==> src/rtl/pll_seq_pkg.sv <==
package pll_seq_pkg;
  localparam int ADDR_W  = 8;
  localparam int DATA_W  = 32;
  localparam int NUM_OUT = 4;

  localparam logic [ADDR_W-1:0] OFS_STAT = 8'h04;
  localparam logic [ADDR_W-1:0] OFS_GO   = 8'h08;
  localparam logic [ADDR_W-1:0] OFS_CFG1 = 8'h0C;
  localparam logic [ADDR_W-1:0] OFS_CFG2 = 8'h10;
  localparam logic [ADDR_W-1:0] OFS_CFG3 = 8'h14;

  localparam int STAT_RST   = 0;
  localparam int STAT_LOCK  = 1;
  localparam int C2_FSEL_LO = 1;
  localparam int C2_REFEN   = 13;
  localparam int C2_INEN    = 14;
  localparam int C2_BYP     = 20;
  localparam int C2_RSEL_LO = 21;

  localparam int EN_POS  [NUM_OUT] = '{16, 18, 23, 25};
  localparam int ACK_POS [NUM_OUT] = '{7, 8, 10, 11};

  typedef enum logic [3:0] {
    OP_NONE, OP_CFG1, OP_CFG3, OP_RD_CFG2, OP_WR_CFG2A,
    OP_WR_CFG2B, OP_GO, OP_RD_GO, OP_RD_STAT
  } regOpE;

  typedef enum logic [1:0] {PK_GO, PK_LOCK, PK_ACK, PK_RST} pollKindE;

  typedef enum logic [1:0] {ERR_NONE, ERR_GO, ERR_LOCK, ERR_ACK} errCodeE;

  typedef struct packed {
    regOpE    op;
    pollKindE kind;
    logic     loadIn;
    logic     capRd;
    logic     pollClr;
    logic     pollMiss;
    logic     slowRun;
    logic     gapRun;
  } seqStrobeT;
endpackage

==> src/rtl/pll_seq_dp.sv <==
module pll_seq_dp
  import pll_seq_pkg::*;
#(
  parameter int N_W         = 8,
  parameter int M_W         = 11,
  parameter int PD_W        = 6,
  parameter int FINT_W      = 16,
  parameter int FAST_POLLS  = 100,
  parameter int ACK_POLLS   = 100,
  parameter int SLOW_GAP    = 32,
  parameter int SLOW_BUDGET = 4000,
  parameter int HAS_STOP    = 1
) (
  input  logic                      clk,
  input  logic                      rstN,
  input  seqStrobeT                 stb,
  input  logic [N_W-1:0]            divN,
  input  logic [M_W-1:0]            divM,
  input  logic [NUM_OUT*PD_W-1:0]   postDivs,
  input  logic [FINT_W-1:0]         fintKhz,
  input  logic [DATA_W-1:0]         regRdata,
  output logic [ADDR_W-1:0]         regAddr,
  output logic                      regWe,
  output logic [DATA_W-1:0]         regWdata,
  output logic                      pollHit,
  output logic                      fastLast,
  output logic                      ackLast,
  output logic                      budgetOver,
  output logic                      gapDone
);
  localparam int POLL_MAX = (FAST_POLLS > ACK_POLLS) ? FAST_POLLS : ACK_POLLS;
  localparam int CNT_W    = $clog2(POLL_MAX + 1);
  localparam int BUD_W    = $clog2(SLOW_BUDGET + 1);
  localparam int GAP_W    = $clog2(SLOW_GAP + 1);
  localparam int M_LO     = N_W + 1;
  localparam int PD0_LO   = M_LO + M_W;
  localparam int PD1_LO   = PD0_LO + PD_W;

  logic [N_W-1:0]          nQ;
  logic [M_W-1:0]          mQ;
  logic [NUM_OUT*PD_W-1:0] pdQ;
  logic [FINT_W-1:0]       fintQ;
  logic [DATA_W-1:0]       cfg2Q;
  logic [CNT_W-1:0]        pollCnt;
  logic [BUD_W-1:0]        budCnt;
  logic [GAP_W-1:0]        gapCnt;

  logic [PD_W-1:0]         pdEnc [NUM_OUT];
  logic [NUM_OUT-1:0]      used;
  logic [DATA_W-1:0]       fieldMask, enMask, ackMask;
  logic [DATA_W-1:0]       cfg1W, cfg3W, cfg2A, cfg2B, clrA;

  function automatic logic [3:0] fselCode(input logic [FINT_W-1:0] f);
    if (f < FINT_W'(1000))      return 4'd3;
    else if (f < FINT_W'(1250)) return 4'd4;
    else if (f < FINT_W'(1500)) return 4'd5;
    else if (f < FINT_W'(1750)) return 4'd6;
    else                        return 4'd7;
  endfunction

  generate
    for (genvar g = 0; g < NUM_OUT; g++) begin : g_out
      assign used[g]  = |pdQ[g*PD_W +: PD_W];
      assign pdEnc[g] = used[g] ? pdQ[g*PD_W +: PD_W] - 1'b1 : '0;
    end
  endgenerate

  always_comb begin
    fieldMask = '0;
    enMask    = '0;
    ackMask   = '0;
    for (int i = 0; i < NUM_OUT; i++) begin
      fieldMask[EN_POS[i]] = 1'b1;
      if (used[i]) begin
        enMask[EN_POS[i]]   = 1'b1;
        ackMask[ACK_POS[i]] = 1'b1;
      end
    end
  end

  always_comb begin
    cfg1W = DATA_W'(HAS_STOP != 0)
          | (DATA_W'(N_W'(nQ - 1'b1)) << 1)
          | (DATA_W'(mQ) << M_LO)
          | (DATA_W'(pdEnc[0]) << PD0_LO)
          | (DATA_W'(pdEnc[1]) << PD1_LO);
    cfg3W = DATA_W'(pdEnc[2]) | (DATA_W'(pdEnc[3]) << PD_W);

    clrA = fieldMask;
    clrA[C2_FSEL_LO +: 4] = '1;
    clrA[C2_REFEN]        = 1'b1;
    clrA[C2_INEN]         = 1'b1;
    clrA[C2_BYP]          = 1'b1;
    clrA[C2_RSEL_LO +: 2] = '1;
    cfg2A = cfg2Q & ~clrA;
    cfg2A[C2_FSEL_LO +: 4] = fselCode(fintQ);
    cfg2A[C2_REFEN]        = 1'b1;
    cfg2A[C2_BYP]          = 1'b1;
    cfg2A[C2_RSEL_LO +: 2] = 2'b11;

    cfg2B = (cfg2Q & ~fieldMask) | enMask;
    cfg2B[C2_INEN] = 1'b1;
    cfg2B[C2_BYP]  = 1'b0;
  end

  always_comb begin
    regAddr  = OFS_STAT;
    regWe    = 1'b0;
    regWdata = '0;
    unique case (stb.op)
      OP_CFG1:     begin regAddr = OFS_CFG1; regWe = 1'b1; regWdata = cfg1W; end
      OP_CFG3:     begin regAddr = OFS_CFG3; regWe = 1'b1; regWdata = cfg3W; end
      OP_RD_CFG2:  regAddr = OFS_CFG2;
      OP_WR_CFG2A: begin regAddr = OFS_CFG2; regWe = 1'b1; regWdata = cfg2A; end
      OP_WR_CFG2B: begin regAddr = OFS_CFG2; regWe = 1'b1; regWdata = cfg2B; end
      OP_GO:       begin regAddr = OFS_GO; regWe = 1'b1; regWdata = DATA_W'(1); end
      OP_RD_GO:    regAddr = OFS_GO;
      default:     regAddr = OFS_STAT;
    endcase
  end

  always_comb begin
    unique case (stb.kind)
      PK_GO:   pollHit = ~regRdata[0];
      PK_LOCK: pollHit = regRdata[STAT_LOCK];
      PK_RST:  pollHit = regRdata[STAT_RST];
      default: pollHit = (regRdata & ackMask) == ackMask;
    endcase
  end

  assign fastLast   = pollCnt == CNT_W'(FAST_POLLS - 1);
  assign ackLast    = pollCnt == CNT_W'(ACK_POLLS - 1);
  assign budgetOver = budCnt >= BUD_W'(SLOW_BUDGET - 1);
  assign gapDone    = gapCnt == GAP_W'(SLOW_GAP - 1);

  always_ff @(posedge clk or negedge rstN) begin
    if (!rstN) begin
      nQ      <= '0;
      mQ      <= '0;
      pdQ     <= '0;
      fintQ   <= '0;
      cfg2Q   <= '0;
      pollCnt <= '0;
      budCnt  <= '0;
      gapCnt  <= '0;
    end else begin
      if (stb.loadIn) begin
        nQ    <= divN;
        mQ    <= divM;
        pdQ   <= postDivs;
        fintQ <= fintKhz;
      end
      if (stb.capRd) cfg2Q <= regRdata;
      if (stb.pollClr)       pollCnt <= '0;
      else if (stb.pollMiss) pollCnt <= pollCnt + 1'b1;
      if (stb.pollClr)                   budCnt <= '0;
      else if (stb.slowRun && !budgetOver) budCnt <= budCnt + 1'b1;
      if (!stb.gapRun) gapCnt <= '0;
      else             gapCnt <= gapCnt + 1'b1;
    end
  end
endmodule

==> src/rtl/pll_seq_ctrl.sv <==
module pll_seq_ctrl
  import pll_seq_pkg::*;
(
  input  logic      clk,
  input  logic      rstN,
  input  logic      start,
  input  logic      rstChkStart,
  input  logic      regAck,
  input  logic      pollHit,
  input  logic      fastLast,
  input  logic      ackLast,
  input  logic      budgetOver,
  input  logic      gapDone,
  output seqStrobeT stb,
  output logic      regReq,
  output logic      busy,
  output logic      done,
  output logic [1:0] errCode
);
  typedef enum logic [3:0] {
    S_IDLE, S_CFG1, S_CFG3, S_RD2A, S_WR2A, S_GO,
    S_POLL, S_GAP, S_RD2B, S_WR2B, S_END
  } stateE;

  stateE    state, stNext;
  pollKindE kindQ, kindNext;
  logic     slowQ, slowNext;
  errCodeE  errQ, errNext;

  always_comb begin
    stNext   = state;
    kindNext = kindQ;
    slowNext = slowQ;
    errNext  = errQ;
    stb         = '0;
    stb.op      = OP_NONE;
    stb.kind    = kindQ;
    stb.slowRun = slowQ && (state == S_POLL || state == S_GAP);
    stb.gapRun  = state == S_GAP;
    unique case (state)
      S_IDLE: begin
        if (start) begin
          stNext     = S_CFG1;
          stb.loadIn = 1'b1;
          errNext    = ERR_NONE;
        end else if (rstChkStart) begin
          stNext      = S_POLL;
          kindNext    = PK_RST;
          slowNext    = 1'b0;
          stb.pollClr = 1'b1;
          errNext     = ERR_NONE;
        end
      end
      S_CFG1: begin
        stb.op = OP_CFG1;
        if (regAck) stNext = S_CFG3;
      end
      S_CFG3: begin
        stb.op = OP_CFG3;
        if (regAck) stNext = S_RD2A;
      end
      S_RD2A: begin
        stb.op    = OP_RD_CFG2;
        stb.capRd = regAck;
        if (regAck) stNext = S_WR2A;
      end
      S_WR2A: begin
        stb.op = OP_WR_CFG2A;
        if (regAck) stNext = S_GO;
      end
      S_GO: begin
        stb.op = OP_GO;
        if (regAck) begin
          stNext      = S_POLL;
          kindNext    = PK_GO;
          slowNext    = 1'b0;
          stb.pollClr = 1'b1;
        end
      end
      S_POLL: begin
        stb.op = (kindQ == PK_GO) ? OP_RD_GO : OP_RD_STAT;
        if (regAck) begin
          if (pollHit) begin
            unique case (kindQ)
              PK_GO: begin
                kindNext    = PK_LOCK;
                slowNext    = 1'b0;
                stb.pollClr = 1'b1;
              end
              PK_LOCK: stNext = S_RD2B;
              default: begin
                stNext  = S_END;
                errNext = ERR_NONE;
              end
            endcase
          end else begin
            stb.pollMiss = 1'b1;
            if (kindQ == PK_ACK) begin
              if (ackLast) begin
                stNext  = S_END;
                errNext = ERR_ACK;
              end
            end else if (!slowQ) begin
              if (fastLast) begin
                slowNext = 1'b1;
                stNext   = S_GAP;
              end
            end else if (budgetOver) begin
              stNext  = S_END;
              errNext = (kindQ == PK_GO) ? ERR_GO : ERR_LOCK;
            end else begin
              stNext = S_GAP;
            end
          end
        end
      end
      S_GAP: if (gapDone) stNext = S_POLL;
      S_RD2B: begin
        stb.op    = OP_RD_CFG2;
        stb.capRd = regAck;
        if (regAck) stNext = S_WR2B;
      end
      S_WR2B: begin
        stb.op = OP_WR_CFG2B;
        if (regAck) begin
          stNext      = S_POLL;
          kindNext    = PK_ACK;
          slowNext    = 1'b0;
          stb.pollClr = 1'b1;
        end
      end
      S_END:   stNext = S_IDLE;
      default: stNext = S_IDLE;
    endcase
  end

  always_ff @(posedge clk or negedge rstN) begin
    if (!rstN) begin
      state <= S_IDLE;
      kindQ <= PK_GO;
      slowQ <= 1'b0;
      errQ  <= ERR_NONE;
    end else begin
      state <= stNext;
      kindQ <= kindNext;
      slowQ <= slowNext;
      errQ  <= errNext;
    end
  end

  assign regReq  = stb.op != OP_NONE;
  assign busy    = state != S_IDLE;
  assign done    = state == S_END;
  assign errCode = errQ;
endmodule

==> src/rtl/pll_prog_seq.sv <==
module pll_prog_seq
  import pll_seq_pkg::*;
#(
  parameter int N_W         = 8,
  parameter int M_W         = 11,
  parameter int PD_W        = 6,
  parameter int FINT_W      = 16,
  parameter int FAST_POLLS  = 100,
  parameter int ACK_POLLS   = 100,
  parameter int SLOW_GAP    = 32,
  parameter int SLOW_BUDGET = 4000,
  parameter int HAS_STOP    = 1
) (
  input  logic                    clk,
  input  logic                    rstN,
  input  logic                    start,
  input  logic                    rstChkStart,
  input  logic [N_W-1:0]          divN,
  input  logic [M_W-1:0]          divM,
  input  logic [4*PD_W-1:0]       postDivs,
  input  logic [FINT_W-1:0]       fintKhz,
  output logic                    regReq,
  output logic                    regWe,
  output logic [7:0]              regAddr,
  output logic [31:0]             regWdata,
  input  logic                    regAck,
  input  logic [31:0]             regRdata,
  output logic                    busy,
  output logic                    done,
  output logic [1:0]              errCode
);
  seqStrobeT stb;
  logic pollHit, fastLast, ackLast, budgetOver, gapDone;

  pll_seq_ctrl u_ctrl (
    .clk(clk), .rstN(rstN), .start(start), .rstChkStart(rstChkStart),
    .regAck(regAck), .pollHit(pollHit), .fastLast(fastLast), .ackLast(ackLast),
    .budgetOver(budgetOver), .gapDone(gapDone), .stb(stb), .regReq(regReq),
    .busy(busy), .done(done), .errCode(errCode)
  );

  pll_seq_dp #(
    .N_W(N_W), .M_W(M_W), .PD_W(PD_W), .FINT_W(FINT_W),
    .FAST_POLLS(FAST_POLLS), .ACK_POLLS(ACK_POLLS), .SLOW_GAP(SLOW_GAP),
    .SLOW_BUDGET(SLOW_BUDGET), .HAS_STOP(HAS_STOP)
  ) u_dp (
    .clk(clk), .rstN(rstN), .stb(stb), .divN(divN), .divM(divM),
    .postDivs(postDivs), .fintKhz(fintKhz), .regRdata(regRdata),
    .regAddr(regAddr), .regWe(regWe), .regWdata(regWdata), .pollHit(pollHit),
    .fastLast(fastLast), .ackLast(ackLast), .budgetOver(budgetOver), .gapDone(gapDone)
  );
endmodule

==> config.mk <==
export PLATFORM = sky130hd
export DESIGN_NAME = pll_prog_seq
export DESIGN_NICKNAME = d
export VERILOG_FILES = /design/src/rtl/pll_seq_pkg.sv /design/src/rtl/pll_seq_dp.sv /design/src/rtl/pll_seq_ctrl.sv /design/src/rtl/pll_prog_seq.sv
export SDC_FILE = /design/constraint.sdc
export NUM_CORES = 1
export LEC_CHECK = 0
export BUFFER_PORTS_ARGS = -buffer_cell sky130_fd_sc_hd__buf_2
export CAP_MARGIN = 20
export CORE_MARGIN = 2
export CORE_UTILIZATION = 30
export CTS_CLUSTER_DIAMETER = 60
export DETAILED_ROUTE_END_ITERATION = 8
export PLACE_DENSITY_LB_ADDON = 0.08
export SYNTH_ARGS = -nofsm -noshare
export SYNTH_HDL_FRONTEND = slang
export SYNTH_HIERARCHICAL = 1
export SYNTH_SLANG_ARGS = --single-unit
==> constraint.sdc <==
create_clock -name clk -period 3.31 [get_ports clk]
set_input_delay 0 -clock clk [delete_from_list [all_inputs] [get_ports clk]]
set_output_delay 0 -clock clk [all_outputs]
set_load 0.02 [all_outputs]
## Word level (Yosys, flattened, before mapping)

Index checks and enable logic that the tools add are counted.
Widths: inputs -> output; s select.

| word-level totals | value |
|---|---|
| bits in read-only memories | 0 |
| RAM bits | 0 |
| input bits | 96 |
| logic and storage cells | 187 |
| output and inout port bits | 46 |
| memories kept | 0 |
| flip-flop bits (word level) | 125 |
| latch bits | 0 |

| cells by class | value |
|---|---|
| eq/ne operators | 46 |
| bitwise operators | 7 |
| add/sub/neg operators | 8 |
| reduce and logical (&&, ||, !) cells | 27 |
| shifts and indexed selects | 0 |
| muxes and demuxes | 82 |
| $lt $le $gt $ge | 5 |
| multiply operators | 0 |
| divide/modulo/power cells | 0 |

Operators by type and width:

| kind | count |
|---|---|
| $pmux 32 s5 | 1 |
| $mux 4 | 20 |
| $or 32x26->32 | 2 |
| $lt 16x11->1 const B | 3 |
| $mux 2 | 18 |
| $pmux 4 s9 | 1 |
| $and 32x12->32 | 1 |
| $eq 32x12->1 | 1 |
| $eq 4x3->1 const B | 8 |
| $or 32x32->32 | 1 |
| $mux 6 | 5 |
| $pmux 4 s7 | 1 |
| $ne 2x2->1 const B | 13 |
| $mux 1 | 25 |
| $mux 12 | 2 |
| $reduce_or 6->1 | 4 |
| $sub 6x1->6 const B | 4 |
| $or 9x20->20 | 1 |
| $pmux 5 s4 | 1 |
| $eq 4x2->1 const B | 4 |
| $lt 16x10->1 const B | 1 |
| $ne 3x3->1 const B | 5 |
| $mux 7 | 2 |
| $reduce_and 7->1 | 2 |
| other kinds (33) | 49 |

## Logic depth before layout (Yosys ltp)

Gate-level depths: netlist of the first run.

| depth | value |
|---|---|
| word-level depth | 10 |
| gate-level depth with buffers | 13 |
| mapped depth without buffers | 13 |

## By module

Netlist of the first run, hierarchy kept.

Modules (own cells, without submodules):

| module | area an instance (µm²) | cells each | instances |
|---|---|---|---|
| pll_seq_dp | 5,652.9 | 521 | 1 |
| pll_seq_ctrl | 949.7 | 115 | 1 |

## Least setup slack after synthesis of the first run

OpenSTA, ideal clock, no wires.

| path | value |
|---|---|
| path type | register to register |
| from | register u_dp.pdQ[14] |
| to | register u_dp.budCnt[11] |
| stages on the path, launching flop included | 11 |
| path slack | 0.720 ns |
| setup time | 0.132 ns |
| clock period less this slack | 2.590 ns |
| arrival time | 2.458 ns |
| buffers on the path | 2 |
| path through | dfrtp_1 > or3_1 > o21bai_1 > nand4_1 > a31oi_1 > nand3_2 > nand2_1 > a32o_2 > clkbuf_1 > clkbuf_1 > nor2_1 |

RTL lines:

| item | line | text |
|---|---|---|
| start, declared | pll_seq_dp.sv:41 | `logic [NUM_OUT*PD_W-1:0] pdQ;` |
| start signal, assigned | pll_seq_dp.sv:150 | `pdQ <= postDivs;` |
| end signal, assigned | pll_seq_dp.sv:157 | `else if (stb.slowRun && !budgetOver) budCnt <= budCnt + 1'b1;` |
| end, declared | pll_seq_dp.sv:45 | `logic [BUD_W-1:0] budCnt;` |

==> impl_summary.txt, run 1 <==
----------------------------------------------------
[Placed design]
  # port buffers ... 129
  Detail Placement HPWL ... 13.3 mm
  Worst Setup Slack post-DPL ... 365 ps
  Post-Place Cells ... 1028
  Placer congestion estimate ... 0.872

[Pwr]
  Power per standard cell area ... 937 nW/um2
  Maximum ir drop on the vdd rail ... 0.371 mV
  Leakage dissipation ... 3.98 nW

[STA]
  Setup_tns ... 0 ps
  RSZ-0062 raised after global routing ... false
  Slew headroom ... 51.2%
  Final Worst Setup Slack ... 297 ps
  Period utilisation layout ... 91.0%
  Setup Skew ... 10.3 ps
  Post-layout minimum cycle time ... 3010 ps
  # setup viols final ... 0
  Final-report max-slew violation count ... 0
  Peak Freq ... 332 MHz
  Final-report hold violation count ... 0
  Slew at the pin with the worst max-slew slack ... 725 ps

[Critical path]
  Arrival time at the worst endpoint ... 3010 ps
  Worst Setup End Kind ... output pin
  Slowest cell on the critical path ... dfrtp_1
  Delay of the slowest cell on the worst path ... 450 ps
  Critical path, cell by cell ... and4bb_1 -> nand2_1 -> nand2_1 -> nor3b_2 -> nor2b_2 -> buf_4 -> nand2_2 -> o21ai_0 -> buf_2
  Worst path buffer plus inverter count ... 2
  Worst Setup Path Type ... reg -> out
  Type of origin of the critical path ... flop
  Kind of cell adding the most delay to the critical path ... simple AND/OR/NAND/NOR gates
  CP Max Fanout ... 15
  Data required time of the critical path ... 3310 ps
  Cell with the most instances on the worst path ... nand2_1

[Clocking]
  Maximum number of buffers from clock root to sink ... 2
  Clk Latency, worst-skew pair ... 420 ps
  Library cell used as clock root buffer ... clkbuf_16
  H-tree depth ... 4
  Reg clk slew, reported paths ... 60 ps
  TritonCTS clock tree ... built
  Number of clock buffers inserted by TritonCTS ... 17
  Number of sinks on the clock net ... 118

[Synth]
  Post-synthesis area per instance ... 10.4 um2
  Fraction of synthesized area in multiplexers ... 14.7%
  Post-synthesis compound-gate area fraction ... 13.5%
  Fraction of the mapped netlist area in simple logic gates ... 16.4%
  Share of synthesized registers carrying an async set or reset ... 100%
  Number of synthesized flops with an enable pin ... 0
  Number of library cell types mapped by synthesis ... 81
  Post-synthesis cell type with the largest combined area ... dfrtp_1
  Most instantiated library cell after synthesis ... dfrtp_1
  Proportion of synthesized chip area in sequential cells ... 44.7%
  Synth top cells by count ... 118 x dfrtp_1, 74 x mux2_2, 56 x nand2_1
  Adder-cell share of the synthesized area ... 2.08%
  Area of the mapped netlist ... 6600 um2
  Cell count after synthesis ... 636
  Area contributors post-synth ... dfrtp_1 45%, mux2_2 13%, o21ai_0 3.6%
  Warnings from Yosys ... 6
  Main synth FF type ... dfrtp_1
  Main combinational cell family by area after synthesis ... simple AND/OR/NAND/NOR gates
  XOR/XNOR Fraction of Synth Area ... 4.11%
  Fraction of post-synthesis cell area in the top cell type by area ... 44.7%
  Number of synthesized register bits ... 118

[Route]
  Count of nets left with antenna violations after detail routing ... 0
  Iteration count of the initial detailed-routing pass ... 4
  DRC violation count after routing ... 0
  Via-per-instance ratio ... 4.87
  Overall routed net length ... 19.0 mm
  WL/cell ... 16.6 um
  Violation count after the first detailed-route iteration ... 264
  Detailed-route via count ... 5591

[Global route]
  Overall track demand over capacity in global routing ... 16.8%
  Initial antenna violation count ... 1
  Met3 usage in global routing ... 3.98%
  Global route total overflow ... 0
  Maximum number of pins on one net before global-route repair ... 119
  GR Layer Usage met1 ... 21.1%
  Top Usage Layer GRT ... met2
  Via count of the first global-routing pass ... 5884
  Met2 Resource Use GR ... 28.1%
  Wire length of the first global-routing pass ... 30.9 mm

[Min path]
  Classification of the worst-slack hold path ... in -> reg

[Layout]
  Final Instance Count excl. Fillers ... 1147
  Final #Nets ... 960
  Layout overhead on the synthesized area ... 37.2%
  Layout cell share with drive strength beyond 1 ... 33.7%

[Job]
  Max-Cap Viols ... 0

[Floorplanning]
  Standard-cell row count ... 54
  Die area ... 23200 um2
  Width of the chip ... 152 um
  Area inside the core boundary ... 21700 um2
  Effective utilization at floorplan ... 30.4%
  Floorplan die height ... 152 um
  Count of pins on the block boundary ... 142

[Run status]
  Run status ... finished, final reports clean

----------------------------------------------------
==> cell type report <==
class	instances	area, um2
clock inverters	14	199
well taps	280	350
fillers	2121	12600
clock buffers	18	439
inverters	18	67.6
diodes	1	2.50
multi-input cells	467	3390
repair buffers	231	1650
flip-flops and latches	118	2950
==> cell families after synthesis <==
kind of cell	Yosys count
AO/OA/AOI/OAI	136
XOR/XNOR	31
flip-flops	118
multiplexers	84
adder cells (fa/ha/maj)	11
other	1
AND/OR/NAND/NOR	200
buffers and inverters	55
==> path summary, 6_finish.rpt <==
path,start,depth (start not counted),to,slack (ps)
setup / recovery,u_ctrl/state[3]$_DFFE_PN0P_,9,regWdata[31],300
hold / removal,rstChkStart,4,u_ctrl/errCode[1]$_DFFE_PN0P_,100
setup reg to reg,u_dp/pdQ[8]$_DFFE_PN0P_,9,u_ctrl/state[2]$_DFFE_PN0P_,350
hold reg to reg,u_dp/gapCnt[0]$_DFF_PN0_,1,u_dp/gapCnt[0]$_DFF_PN0_,480
max in group asynchronous,rstN,3,u_dp/cfg2Q[8]$_DFFE_PN0P_,2580
min in group asynchronous,rstN,3,u_dp/budCnt[5]$_DFFE_PN0P_,210
==> through the flow <==
| step | util, % | cell area [um2] | hold slack, ps | power [mW] |
|---|---|---|---|---|
| floorplan | - | 6620 | -296 | 5.23 |
| global route | 41.8 | 9060 | 134 | 9.13 |
| finish | 41.8 | 9060 | 103 | 8.49 |
| detailed placement | 34.8 | 7550 | 168 | 6.42 |
| CTS | 41.7 | 9040 | 78.1 | 8.57 |
| global placement | 34.8 | 7550 | 153 | 6.36 |
==> layer usage <==
| layer | share of wire (%) | routed length [um] |
|---|---|---|
| met4 | 2.2 | 422 |
| met5 | 0 | 0 |
| met1 | 45 | 8500 |
| met2 | 49 | 9260 |
| met3 | 4.2 | 807 |
==> registers in the layout (all words and copies together) (netlist names) <==
register / cells
u_ctrl/kindQ: 2
u_dp/cfg2Q: 26
u_dp/gapCnt: 6
u_dp/nQ: 8
u_ctrl/state: 4
u_dp/budCnt: 12
u_ctrl/slowQ: 1
u_dp/fintQ: 15
u_dp/pollCnt: 7
u_dp/mQ: 11
u_ctrl/errCode: 2
u_dp/pdQ: 24
==> where the power goes <==
part	switching (mW)	internal, mW
registers	0.519	2.03
clock network	0.725	1.29
logic	2.15	1.77
==> worst min-delay path, cell delays in order <==
cell     delay (ps)
buf_2           110
o22ai_1         130
o21ai_0         170
o41ai_1          70
==> placed cells by master, fill, tap and decap left out, types with 4 or more instances in the layout <==
master / netlist / routed
conb_1: 1 / 5
dlygate4sd3_1: 0 / 85
clkbuf_16: 0 / 17
nor3_1: 17 / 16
inv_1: 16 / 16
a21oi_1: 22 / 22
nor2_2: 3 / 4
nand3_1: 8 / 8
a22oi_1: 7 / 7
buf_2: 9 / 128
xnor2_1: 18 / 18
nor2b_1: 8 / 7
nor2_1: 33 / 32
and2_1: 10 / 9
nand2_1: 56 / 56
a22o_1: 5 / 5
bufinv_16: 0 / 4
nand2b_1: 8 / 8
buf_4: 10 / 16
nand4_1: 9 / 9
o21ai_0: 48 / 47
clkinv_4: 0 / 5
mux2_4: 7 / 7
o22ai_1: 4 / 4
xor2_1: 13 / 13
dfrtp_1: 118 / 117
o21ai_1: 7 / 7
ha_1: 11 / 11
mux2_2: 74 / 74
or3_1: 14 / 14
==> timing repair <==
action,4_1_cts,5_1_grt
endpoints found under the setup margin,0,18
hold endpoints to repair,202,0
resized for setup,0,3
buffers inserted,0,1
hold buffers,85,0
Note: power is estimated with default switching activity, not from simulation.
==> run 2: changes to the inputs <==
- ABC_AREA: unset -> 1
==> impl_summary.txt, run 2 <==
----------------------------------------------------
[Run status]
  Run status ... finished, final reports clean (unchanged)

[Critical path]
  Critical R2R Capture ... u_dp/pollCnt[5]$_DFFE_PN0P_ (was u_ctrl/state[2]$_DFFE_PN0P_)
  Worst Setup Path Type ... reg -> out (unchanged)
  Number of cells traversed by the worst register-to-register path ... 17 (was 9)
  Worst Setup End Kind ... output pin (unchanged)
  Data required time of the critical path ... 3310 ps (about the same)
  Crit Reg-Reg Startpoint ... u_dp/pdQ[0]$_DFFE_PN0P_ (was u_dp/pdQ[8]$_DFFE_PN0P_)
  Endpoint of the most critical setup path ... regWdata[5] (was regWdata[31])
  Type of origin of the critical path ... flop (unchanged)
  Arrival time at the worst endpoint ... 3050 ps (was 3010 ps)
  CP Max Fanout ... 8 (was 15)
  Startpoint of the worst setup timing path ... u_ctrl/state[1]$_DFFE_PN0P_ (was u_ctrl/state[3]$_DFFE_PN0P_)
  Minimum setup slack among reg-to-reg paths ... 640 ps (was 350 ps)

[Placed design]
  Worst Setup Slack post-DPL ... 619 ps (was 365 ps)
  Detail Placement HPWL ... 14.2 mm (was 13.3 mm)
  Placed inst area ... 7650 um2 (was 7550 um2)
  # port buffers ... 129 (unchanged)
  Placer congestion estimate ... 0.812 (was 0.872)

[Clocking]
  TritonCTS clock tree ... built (unchanged)
  Clk Latency, worst-skew pair ... 420 ps (about the same)
  Number of clock buffers inserted by TritonCTS ... 17 (unchanged)
  Number of sinks on the clock net ... 118 (unchanged)
  Reg clk slew, reported paths ... 60 ps (about the same)
  Maximum number of buffers from clock root to sink ... 2 (unchanged)
  Library cell used as clock root buffer ... clkbuf_16 (unchanged)
  H-tree depth ... 4 (unchanged)

[Layout]
  Most used cells in the layout excluding fill and tap cells ... 215 x nand2_1, 128 x buf_2, 120 x inv_1 (was 128 x buf_2, 117 x dfrtp_1, 85 x dlygate4sd3_1)
  Leading cell type in the layout, fill and taps excluded ... nand2_1 (was buf_2)
  Filler Cells Inserted ... 2254 (was 2121)
  Largest registers in the final layout ... u_dp/cfg2Q: 26 flops, u_dp/pdQ: 24 flops, u_dp/fintQ: 15 flops (unchanged)
  Most flop-heavy register ... u_dp/cfg2Q (unchanged)
  Layout overhead on the synthesized area ... 36.8% (was 37.2%)
  Post-route core utilization ... 41.9% (was 41.8%)
  Post-route standard cell area excluding fillers ... 9180 um2 (was 9060 um2)
  Layout cell share with drive strength beyond 1 ... 20.5% (was 33.7%)
  Area of combinational cells with multiple inputs ... 3160 um2 (was 3390 um2)
  Final #Nets ... 1196 (was 960)
  Largest register FFs ... 26 (unchanged)
  Total area of sequential cells ... 2950 um2 (about the same)

[Pwr]
  Power per standard cell area ... 1000 nW/um2 (was 937 nW/um2)
  Leakage dissipation ... 4.47 nW (was 3.98 nW)
  Maximum ir drop on the vdd rail ... 0.406 mV (was 0.371 mV)

[Synth]
  Area contributors post-synth ... dfrtp_1 44%, nand2_1 12%, o21ai_0 7.2% (was dfrtp_1 45%, mux2_2 13%, o21ai_0 3.6%)
  Fraction of post-synthesis cell area in the top cell type by area ... 44.0% (was 44.7%)
  Cell count after synthesis ... 872 (was 636)
  Post-synthesis cell type with the largest combined area ... dfrtp_1 (unchanged)
  Share of synthesized registers carrying an async set or reset ... 100% (unchanged)
  Area of the mapped netlist ... 6710 um2 (was 6600 um2)
  Main synth FF type ... dfrtp_1 (unchanged)
  Number of synthesized flops with an enable pin ... 0 (unchanged)
  Synth top cells by count ... 215 x nand2_1, 120 x inv_1, 118 x dfrtp_1 (was 118 x dfrtp_1, 74 x mux2_2, 56 x nand2_1)
  Most instantiated library cell after synthesis ... nand2_1 (was dfrtp_1)
  Post-synthesis area per instance ... 7.69 um2 (was 10.4 um2)
  Number of library cell types mapped by synthesis ... 44 (was 81)
  Warnings from Yosys ... 6 (unchanged)
  Number of synthesized register bits ... 118 (unchanged)
  Proportion of synthesized chip area in sequential cells ... 44.0% (was 44.7%)

[Floorplanning]
  Area inside the core boundary ... 21900 um2 (was 21700 um2)
  Effective utilization at floorplan ... 30.6% (was 30.4%)
  Standard-cell row count ... 54 (unchanged)
  Die area ... 23600 um2 (was 23200 um2)
  Count of pins on the block boundary ... 142 (unchanged)
  Width of the chip ... 154 um (was 152 um)
  Floorplan die height ... 154 um (was 152 um)

[Route]
  Violation count after the first detailed-route iteration ... 357 (was 264)
  WL/cell ... 14.4 um (was 16.6 um)
  Overall routed net length ... 19.9 mm (was 19.0 mm)
  Detailed-route via count ... 6281 (was 5591)
  Via-per-instance ratio ... 4.54 (was 4.87)
  Count of nets left with antenna violations after detail routing ... 0 (unchanged)
  Iteration count of the initial detailed-routing pass ... 4 (unchanged)
  DRC violation count after routing ... 0 (unchanged)

[STA]
  # setup viols final ... 0 (unchanged)
  Slew at the pin with the worst max-slew slack ... 593 ps (was 725 ps)
  Slew headroom ... 60.5% (was 51.2%)
  RSZ-0062 raised after global routing ... false (unchanged)
  Final-report hold violation count ... 0 (unchanged)
  Setup Skew ... 6.45 ps (was 10.3 ps)
  Final Worst Setup Slack ... 263 ps (was 297 ps)
  Post-layout minimum cycle time ... 3050 ps (was 3010 ps)
  Final-report max-slew violation count ... 0 (unchanged)
  Peak Freq ... 328 MHz (was 332 MHz)
  Period utilisation layout ... 92.0% (was 91.0%)
  Setup_tns ... 0 ps (unchanged)

[Global route]
  Initial antenna violation count ... 1 (unchanged)
  Overall track demand over capacity in global routing ... 17.4% (was 16.8%)
  Maximum number of pins on one net before global-route repair ... 77 (was 119)
  Global route total overflow ... 0 (unchanged)
  Wire length of the first global-routing pass ... 32.6 mm (was 30.9 mm)
  Via count of the first global-routing pass ... 6275 (was 5884)

[Min path]
  Classification of the worst-slack hold path ... in -> reg (unchanged)

[Job]
  Max-Cap Viols ... 0 (unchanged)

----------------------------------------------------
==> run 2: changes by cell type after synthesis, moves of 11 or more <==
cell and delta:
o21ai_0 +48, nand2_1 +159, nor3_1 -11, or3_1 -14
xnor2_1 -15, inv_1 +104, nand3_1 +41, nor2_1 +40
mux2_2 -64
==> run 2: power breakdown <==
part / total, mW / internal [mW] / switching (mW)
Combinational: 4.72 / 1.55 / 3.16
Clock: 2.06 / 1.34 / 0.724
Sequential: 2.44 / 2.05 / 0.387
==> run 2: worst max-delay path, stage by stage, from the launching register on <==
cell      delay [ps]
dfrtp_1          460
nand2_1          120
inv_1             80
a22oi_1          420
nand3_1          420
nor3_2           370
nand2_1          190
a21oi_1          150
o21ai_0          100
o211ai_1         110
buf_2            200
==> run 2: worst min path at each step <==
stage | from | endpoint | slack (ps) | cells past startpoint
floorplan | rstN | u_ctrl/errCode[0]$_DFFE_PN0P_ | -300 | 0
global placement | rstN | u_dp/nQ[5]$_DFFE_PN0P_ | 50 | 1
detailed placement | rstN | u_dp/nQ[3]$_DFFE_PN0P_ | 50 | 1
CTS | rstChkStart | u_ctrl/slowQ$_DFFE_PN0P_ | 40 | 5
global route | rstChkStart | u_ctrl/slowQ$_DFFE_PN0P_ | 80 | 5
finish | rstChkStart | u_ctrl/slowQ$_DFFE_PN0P_ | 50 | 5
==> run 2: logic make-up after synthesis <==
family,share of synthesized area [%]
and+or+nand+nor,26.5
AOI/OAI and AO/OA,13.4
buffers and inverters,9.40
DFF,44.0
xor gates and xnor gates,2.87
adders and majority gates,2.05
muxes,1.68
other,0.0559
==> run 2: area by class of cell <==
type                            instances  share of cell area, %
Multi-Input combinational cell        603                   34.5
Sequential cell                       118                   32.2
Timing Repair Buffer                  223                   17.2
Inverter                              126                   5.18
Clock buffer                           17                   4.64
Tap cell                              280                   3.82
Clock inverter                         14                   2.45
Antenna cell                            1                 0.0273
==> run 2: what timing repair did <==
item                                    in CTS  in global routing
hold buffers                                86                  0
endpoints found under the setup margin       0                 12
endpoints found under the hold margin      127                  0
setup buffers                                0                  0
gates resized for setup                      0                  3
==> run 2: metal layers <==
metal / track usage [%] / part of all wire (%) / routed length [um] / vias to the layer above
met4: 5.11 / 1.5 / 305 / 0
li1: - / - / - / 3255
met1: 24.1 / 50 / 9870 / 2886
met3: 3.66 / 3.6 / 712 / 20
met5: 0 / 0 / 0 / -
met2: 27.3 / 45 / 9040 / 120
==> run 2: stage by stage <==
stage | power [mW] | cells | hold WS (ps)
after global routing | 10.0 | 1382 | 82.1
after global placement | 7.10 | 1264 | 50.2
after floorplan | 5.63 | 876 | -296
after CTS | 9.32 | 1381 | 41.3
final | 9.22 | 1382 | 54.6
after detailed placement | 7.12 | 1264 | 49.8
==> run 3: changes to the inputs <==
- BUFFER_PORTS_ARGS: -buffer_cell sky130_fd_sc_hd__buf_2 -> unset
- DONT_BUFFER_PORTS: unset -> 1
==> impl_summary.txt, run 3 (synthesis gave the netlist of run 2 again) <==
----------------------------------------------------
[Route]
  Detailed-route via count ... 5942 (was 6281)
  Overall routed net length ... 19.4 mm (was 19.9 mm)
  Count of nets left with antenna violations after detail routing ... 0 (unchanged)
  DRC violation count after routing ... 0 (unchanged)
  WL/cell ... 15.2 um (was 14.4 um)
  Violation count after the first detailed-route iteration ... 295 (was 357)
  Via-per-instance ratio ... 4.66 (was 4.54)
  Iteration count of the initial detailed-routing pass ... 5 (was 4)

[Clocking]
  TritonCTS clock tree ... built (unchanged)
  Clk Latency, worst-skew pair ... 410 ps (was 420 ps)
  Library cell used as clock root buffer ... clkbuf_16 (unchanged)
  Number of sinks on the clock net ... 118 (unchanged)
  Maximum number of buffers from clock root to sink ... 2 (unchanged)
  Number of clock buffers inserted by TritonCTS ... 17 (unchanged)
  Reg clk slew, reported paths ... 50 ps (was 60 ps)
  H-tree depth ... 4 (unchanged)

[Floorplanning]
  Width of the chip ... 154 um (unchanged)
  Effective utilization at floorplan ... 30.6% (unchanged)
  Standard-cell row count ... 54 (unchanged)
  Count of pins on the block boundary ... 142 (unchanged)
  Area inside the core boundary ... 21900 um2 (unchanged)
  Floorplan die height ... 154 um (unchanged)
  Die area ... 23600 um2 (unchanged)

[STA]
  Setup Skew ... 9.50 ps (was 6.45 ps)
  Setup_tns ... 0 ps (unchanged)
  Peak Freq ... 332 MHz (was 328 MHz)
  Hold WS ... 52.3 ps (was 54.6 ps)
  Final-report hold violation count ... 0 (unchanged)
  Slew headroom ... 33.9% (was 60.5%)
  Period utilisation layout ... 90.9% (was 92.0%)
  Final-report max-slew violation count ... 0 (unchanged)
  RSZ-0062 raised after global routing ... true (was false)
  Slew at the pin with the worst max-slew slack ... 981 ps (was 593 ps)
  Post-layout minimum cycle time ... 3010 ps (was 3050 ps)
  # setup viols final ... 0 (unchanged)

[Global route]
  Global route total overflow ... 0 (unchanged)
  Wire length of the first global-routing pass ... 31.5 mm (was 32.6 mm)
  Met2 Resource Use GR ... 26.6% (was 27.3%)
  Top Usage Layer GRT ... met2 (unchanged)
  Maximum number of pins on one net before global-route repair ... 119 (was 77)
  Initial antenna violation count ... 2 (was 1)
  GR Layer Usage met1 ... 22.9% (was 24.1%)
  Overall track demand over capacity in global routing ... 16.8% (was 17.4%)
  Via count of the first global-routing pass ... 5937 (was 6275)
  Met3 usage in global routing ... 4.71% (was 3.66%)

[Critical path]
  Cell with the most instances on the worst path ... nand2_1 (unchanged)
  Number of cells traversed by the worst register-to-register path ... 17 (unchanged)
  Delay of the slowest cell on the worst path ... 530 ps (was 460 ps)
  Data required time of the critical path ... 3310 ps (about the same)
  Kind of cell adding the most delay to the critical path ... simple AND/OR/NAND/NOR gates (unchanged)
  Worst Setup Path Type ... reg -> out (unchanged)
  Arrival time at the worst endpoint ... 3010 ps (was 3050 ps)
  Type of origin of the critical path ... flop (unchanged)
  Critical path, cell by cell ... nand2_1 -> inv_1 -> a22oi_1 -> nand3_1 -> nor3_2 -> nand2_1 -> o221ai_1 (was nand2_1 -> inv_1 -> a22oi_1 -> nand3_1 -> nor3_2 -> nand2_1 -> a21oi_1 -> o21ai_0 -> o211ai_1 -> buf_2)
  Worst Setup End Kind ... output pin (unchanged)
  Worst path buffer plus inverter count ... 1 (was 2)
  Slowest cell on the critical path ... o221ai_1 (was dfrtp_1)
  CP Max Fanout ... 8 (unchanged)
  Number of gates on the worst path with buffers counted ... 7 (was 10)

[Run status]
  Run status ... finished, final reports clean (unchanged)

[Min path]
  Classification of the worst-slack hold path ... in -> reg (unchanged)
  Instance count along the most critical hold path ... 4 (was 5)

[Job]
  Max-Cap Viols ... 0 (unchanged)

[Layout]
  Layout cell share with drive strength beyond 1 ... 11.8% (was 20.5%)
  Most flop-heavy register ... u_dp/cfg2Q (unchanged)
  Largest register FFs ... 26 (unchanged)
  Filler Cells Inserted ... 2268 (was 2254)
  Leading cell type in the layout, fill and taps excluded ... nand2_1 (unchanged)
  Final #Nets ... 1087 (was 1196)
  Layout overhead on the synthesized area ... 28.9% (was 36.8%)
  Most used cells in the layout excluding fill and tap cells ... 215 x nand2_1, 120 x inv_1, 118 x dfrtp_1 (was 215 x nand2_1, 128 x buf_2, 120 x inv_1)
  Largest registers in the final layout ... u_dp/cfg2Q: 26 flops, u_dp/pdQ: 24 flops, u_dp/fintQ: 15 flops (unchanged)

[Pwr]
  Clock power frac ... 20.9% (was 22.4%)
  Switching pwr ... 4.23 mW (was 4.27 mW)
  Relative contribution of combinational cells to total power ... 51.4% (was 51.1%)
  Maximum ir drop on the vdd rail ... 0.334 mV (was 0.406 mV)
  Power share of the sequential group ... 27.7% (was 26.5%)
  Power per standard cell area ... 1030 nW/um2 (was 1000 nW/um2)
  Pint ... 4.63 mW (was 4.95 mW)
  Leakage dissipation ... 3.99 nW (was 4.47 nW)
  Switching share of power ... 47.7% (was 46.3%)
  Total power after layout ... 8.87 mW (was 9.22 mW)

[Placed design]
  Detail Placement HPWL ... 14.0 mm (was 14.2 mm)
  Placer congestion estimate ... 0.783 (was 0.812)
  # port buffers ... 0 (was 129)

----------------------------------------------------
[run 3: through the flow]
| stage | std cells | setup slack [ps] | area (um2) | util, % |
|---|---|---|---|---|
| after floorplan | 876 | 1030 | 6720 | - |
| after global placement | 1153 | 547 | 7140 | 32.6 |
| after detailed placement | 1153 | 509 | 7140 | 32.6 |
| after CTS | 1273 | 64.4 | 8630 | 39.4 |
| after global routing | 1274 | -26.2 | 8640 | 39.5 |
| final | 1275 | 300 | 8640 | 39.5 |
[run 3: what timing repair did]
action | 4_1_cts | 5_1_grt
setup buffers | 0 | 0
endpoints found under the hold margin | 211 | 0
gates resized for setup | 0 | 3
endpoints found under the setup margin | 0 | 18
hold buffers | 88 | 0
[run 3: cell type report]
| class | count | area [um2] | share of cell area [%] |
|---|---|---|---|
| sequential | 118 | 2950 | 34.2 |
| timing repair buffer | 114 | 1110 | 12.8 |
| multi-input combinational | 603 | 3160 | 36.6 |
| inverter | 126 | 479 | 5.54 |
| antenna | 2 | 5.00 | 0.0579 |
| tap | 280 | 350 | 4.05 |
| clock inverter | 14 | 151 | 1.75 |
| clock buffer | 18 | 439 | 5.08 |
[run 3: final timing paths]
kind | from | end | slack (ps)
worst max-delay path | u_ctrl/state[1]$_DFFE_PN0P_ | regWdata[4] | 300
worst min-delay path | regAck | u_ctrl/kindQ[1]$_DFFE_PN0P_ | 50
worst max register to register | u_dp/pdQ[0]$_DFFE_PN0P_ | u_dp/pollCnt[5]$_DFFE_PN0P_ | 700
worst min register to register | u_dp/gapCnt[0]$_DFF_PN0_ | u_dp/gapCnt[0]$_DFF_PN0_ | 460
max in group asynchronous | rstN | u_dp/cfg2Q[21]$_DFFE_PN0P_ | 2610
min in group asynchronous | rstN | u_dp/nQ[4]$_DFFE_PN0P_ | 200
[run 3: tightest hold or removal path: cells and delay by family]
family                 cells  cell delay (ps)
buffers and inverters      1              170
AND/OR/NAND/NOR            2              170
AO/OA/AOI/OAI              1               70
[run 3: power groups by stage]
stage	registers, mW	clock network (mW)	logic, mW
finish	2.45	1.86	4.56
global route	2.54	1.97	5.12
CTS	2.46	1.91	4.59
floorplan	2.38	0	3.25
global placement	2.47	0	4.45
detailed placement	2.48	0	4.45
[run 3: per-layer routing]
metal,share of wire (%),vias to the layer above
met3,5.5,8
met2,46,133
met1,48,2767
met4,0.68,0
met5,0,-
li1,-,3034
